===== src/rtl/disp_rdy_pkg.sv =====
package disp_rdy_pkg;

  typedef enum logic [2:0] {
    CK_NOP, CK_EOP, CK_ALU, CK_VGM, CK_SGM, CK_LCL, CK_FLAT, CK_BAD
  } iclass_e;

  typedef struct packed {
    logic salu;
    logic valu;
    logic gm_issue;
    logic gm_bus;
    logic coal;
    logic outst;
    logic sm_issue;
    logic sm_bus;
    logic sm_fifo;
    logic lm_issue;
    logic lm_bus;
    logic lm_fifo;
  } res_t;

  localparam int unsigned SB_SALU       = 0;
  localparam int unsigned SB_VALU       = 1;
  localparam int unsigned SB_VGM_ISSUE  = 2;
  localparam int unsigned SB_VGM_BUS    = 3;
  localparam int unsigned SB_VGM_COAL   = 4;
  localparam int unsigned SB_VGM_OUTST  = 5;
  localparam int unsigned SB_SGM_ISSUE  = 6;
  localparam int unsigned SB_SGM_BUS    = 7;
  localparam int unsigned SB_SGM_FIFO   = 8;
  localparam int unsigned SB_LCL_ISSUE  = 9;
  localparam int unsigned SB_LCL_BUS    = 10;
  localparam int unsigned SB_LCL_FIFO   = 11;
  localparam int unsigned SB_FLAT_ISSUE = 12;
  localparam int unsigned SB_FLAT_BUS   = 13;
  localparam int unsigned SB_FLAT_COAL  = 14;
  localparam int unsigned SB_FLAT_OUTST = 15;
  localparam int unsigned SB_FLAT_FIFO  = 16;
  localparam int unsigned NUM_STALL     = 17;
  localparam int unsigned EV_READY      = NUM_STALL;
  localparam int unsigned NUM_EVT       = NUM_STALL + 1;

endpackage


===== src/rtl/dr_rule_eval.sv =====
module dr_rule_eval
  import disp_rdy_pkg::*;
(
  input  iclass_e              cls,
  input  logic                 is_scalar,
  input  res_t                 res,
  output logic [NUM_STALL-1:0] fail,
  output logic                 pass,
  output logic                 bad
);

  always_comb begin
    fail = '0;
    bad  = 1'b0;
    unique case (cls)
      CK_NOP, CK_ALU: begin
        if (is_scalar) fail[SB_SALU] = !res.salu;
        else           fail[SB_VALU] = !res.valu;
      end
      CK_EOP: begin
        if (is_scalar) fail[SB_SALU] = !res.salu;
      end
      CK_VGM: begin
        fail[SB_VGM_ISSUE] = !res.gm_issue;
        fail[SB_VGM_BUS]   = !res.gm_bus;
        fail[SB_VGM_COAL]  = !res.coal;
        fail[SB_VGM_OUTST] = !res.outst;
      end
      CK_SGM: begin
        fail[SB_SGM_ISSUE] = !res.sm_issue;
        fail[SB_SGM_BUS]   = !res.sm_bus;
        fail[SB_SGM_FIFO]  = !res.sm_fifo;
      end
      CK_LCL: begin
        fail[SB_LCL_ISSUE] = !res.lm_issue;
        fail[SB_LCL_BUS]   = !res.lm_bus;
        fail[SB_LCL_FIFO]  = !res.lm_fifo;
      end
      CK_FLAT: begin
        fail[SB_FLAT_ISSUE] = !(res.gm_issue && res.lm_issue);
        fail[SB_FLAT_BUS]   = !(res.gm_bus && res.lm_bus);
        fail[SB_FLAT_COAL]  = !res.coal;
        fail[SB_FLAT_OUTST] = !res.outst;
        fail[SB_FLAT_FIFO]  = !res.lm_fifo;
      end
      default: bad = 1'b1;
    endcase
    pass = !bad && (fail == '0);
  end

endmodule


===== config.mk =====
export PLATFORM = sky130hd
export DESIGN_NAME = dr_rule_eval
export DESIGN_NICKNAME = d
export VERILOG_FILES = /design/src/rtl/disp_rdy_pkg.sv /design/src/rtl/dr_rule_eval.sv
export SDC_FILE = /design/constraint.sdc
export NUM_CORES = 1
export LEC_CHECK = 0
export ABC_CLOCK_PERIOD_IN_PS = 1200
export BUFFER_PORTS_ARGS = -buffer_cell sky130_fd_sc_hd__buf_2
export CORE_AREA = 2 2 39 41
export DETAILED_ROUTE_END_ITERATION = 12
export DIE_AREA = 0 0 41 43
export GPL_ROUTABILITY_DRIVEN = 0
export SYNTH_ARGS = -nofsm -noshare
export SYNTH_HDL_FRONTEND = slang
export SYNTH_SLANG_ARGS = --single-unit

===== constraint.sdc =====
create_clock -name vclk -period 1.2
set_clock_uncertainty 0.1 [all_clocks]
set_input_delay 0.12 -clock vclk [all_inputs]
set_output_delay 0.12 -clock vclk [all_outputs]
set_load 0.05 [all_outputs]

==> reports/qor.yml <==
status: "finished with violations"
violations: "setup timing"
insertedDiodeCount: 0
drive_gt1_frac: 0.857
seq_cells: 0
layout_setup_ws_ps: -39.4
multi_input_area_um2: 289
ir_drop_uv: 176
finalCriticalPeriod_ps: 1240
wl_per_cell_um: 11.4
grt_pass1_wl_mm: 1.79
die_area_um2: 1760
relSlewSlack: 0.834
ys_warn_count: 0
grt_busiest_layer: "met2"
fmaxAchievable_mhz: 807
arrival_ps: 1020
mostFrequentLayoutCell: "buf_4"
drc: 0
place_inst: 100
rows: 14
ys_seq_area_frac: 0
clock_buffers: 0
initial_core_util: 0.161
cp_max_fo: 2
synth.distinct_cells: 20
final-seq-area_um2: 0
dr.pass1.iters: 2
final_cell_mix: "buf_4, buf_2, buf_6"
layout.cells.non_filler: 100
fill_cells: 148
grtUsageMet3: 0
worstMarginPinSlew_ps: 250
die_w_um: 41
cp-start-kind: "input port"
dp_hpwl_um: 895
netlist_area_um2: 223
use_met1: 0.190
grt_max_degree: 8
avgSynthCellArea_um2: 6.19
fp.dieH_um: 43
crit_chain: "buf_6 -> and3_4 -> nand4_1 -> a211o_1 -> a21oi_2 -> buf_6"
endpoint_kind: "primary output"
hold_viol_final: 0
power_uw: 271
antenna_found_initial: 0
p_leak_nw: 0.342
hp-class: "input port to primary output"
setup_viol_count_final: 1
ioPinCount: 35
crit_path_frequent_cell: "buf_6"
syn_to_final_growth_pct: 210
slowest_delay_ps: 280
rsz0062_at_grt: "yes"
post-place-ws_ps: -216
grt-ovfl-total: 0
synthCells: 36
design.core.area_um2: 1380
nets: 102
vias_per_cell: 4.52
drt_iter0_drc: 4
wirelength_mm: 1.14
holdWs_ps: 417
vias: 452
io_buffers: 35
pwr_density_cell_nw_per_um2: 393
cap_violations: 0
slowest_stage: "a211o_1"
track_usage: 0.141
final-max-slew-violation-count: 0
syn-num-nets: 52
final_antenna_net_count: 0
grt_pass1_vias: 400
met2_usage: 0.241
crit_type: "input port to primary output"
fin_crit_sh: 1.03
required_ps: 980
==> cell type report <==
cell class,instances,share of cell area
inverters,1,0.00544
multi-input cells,33,0.419
well taps,16,0.0290
repair buffers,50,0.546
==> cell families after synthesis <==
logic type / synth area share
and+or+nand+nor: 0.624
buffers and inverters: 0.0898
AOI/OAI and AO/OA: 0.287
==> where the power goes <==
group / internal [mW] / total (mW) / switching [mW]
logic: 0.115 / 0.271 / 0.156
clock network: 0 / 0 / 0
registers: 0 / 0 / 0
total: 0.115 / 0.271 / 0.156
==> per-layer routing <==
metal | wire (um) | share of wire | vias to the layer above
li1 | - | - | 235
met1 | 439 | 0.39 | 194
met2 | 575 | 0.51 | 21
met3 | 92 | 0.081 | 2
met4 | 27 | 0.024 | 0
met5 | 0 | 0 | -
==> worst paths after layout <==
kind,startpoint,end,cells past startpoint
worst max-delay path,res[7],pass,6
worst min-delay path,res[3],fail[8],3
==> worst max-delay path: cells and delay by family <==
kind	cells	cell delay, ps
AND/OR/NAND/NOR	2	270
buffers and inverters	2	240
AO/OA/AOI/OAI	2	400
==> synth_stat cells <==
cell	n	area, um2
nor2_1	9	33.8
nor3_1	4	20.0
a21oi_1	3	15.0
a21oi_2	2	17.5
nand3b_1	2	15.0
nand4_1	2	12.5
a211o_1	1	8.76
a31oi_1	1	6.26
a41oi_2	1	16.3
and3_1	1	6.26
and3_2	1	7.51
buf_2	1	5.00
buf_6	1	11.3
inv_1	1	3.75
nand2_1	1	3.75
nand2b_1	1	6.26
nand3b_2	1	11.3
nand4b_1	1	8.76
nor3b_1	1	7.51
nor4_1	1	6.26
==> timing repair <==
action                                  in CTS  in global routing
pin swaps                                    4                  2
resized for setup                           17                 16
endpoints found under the setup margin      13                 13
setup buffers                                0                  0
hold endpoints to repair                     0                  0
hold buffers                                 0                  0
==> metrics by stage <==
stage	setup TNS, ps	cell area (um2)	util
2_1_floorplan	-1640	284	-
3_3_place_gp	-332	576	0.416
3_5_place_dp	-441	576	0.416
4_1_cts	-70.6	633	0.458
5_1_grt	-90.3	689	0.498
6_report	-39.4	689	0.498
Note: power is estimated with default switching activity, not from simulation.
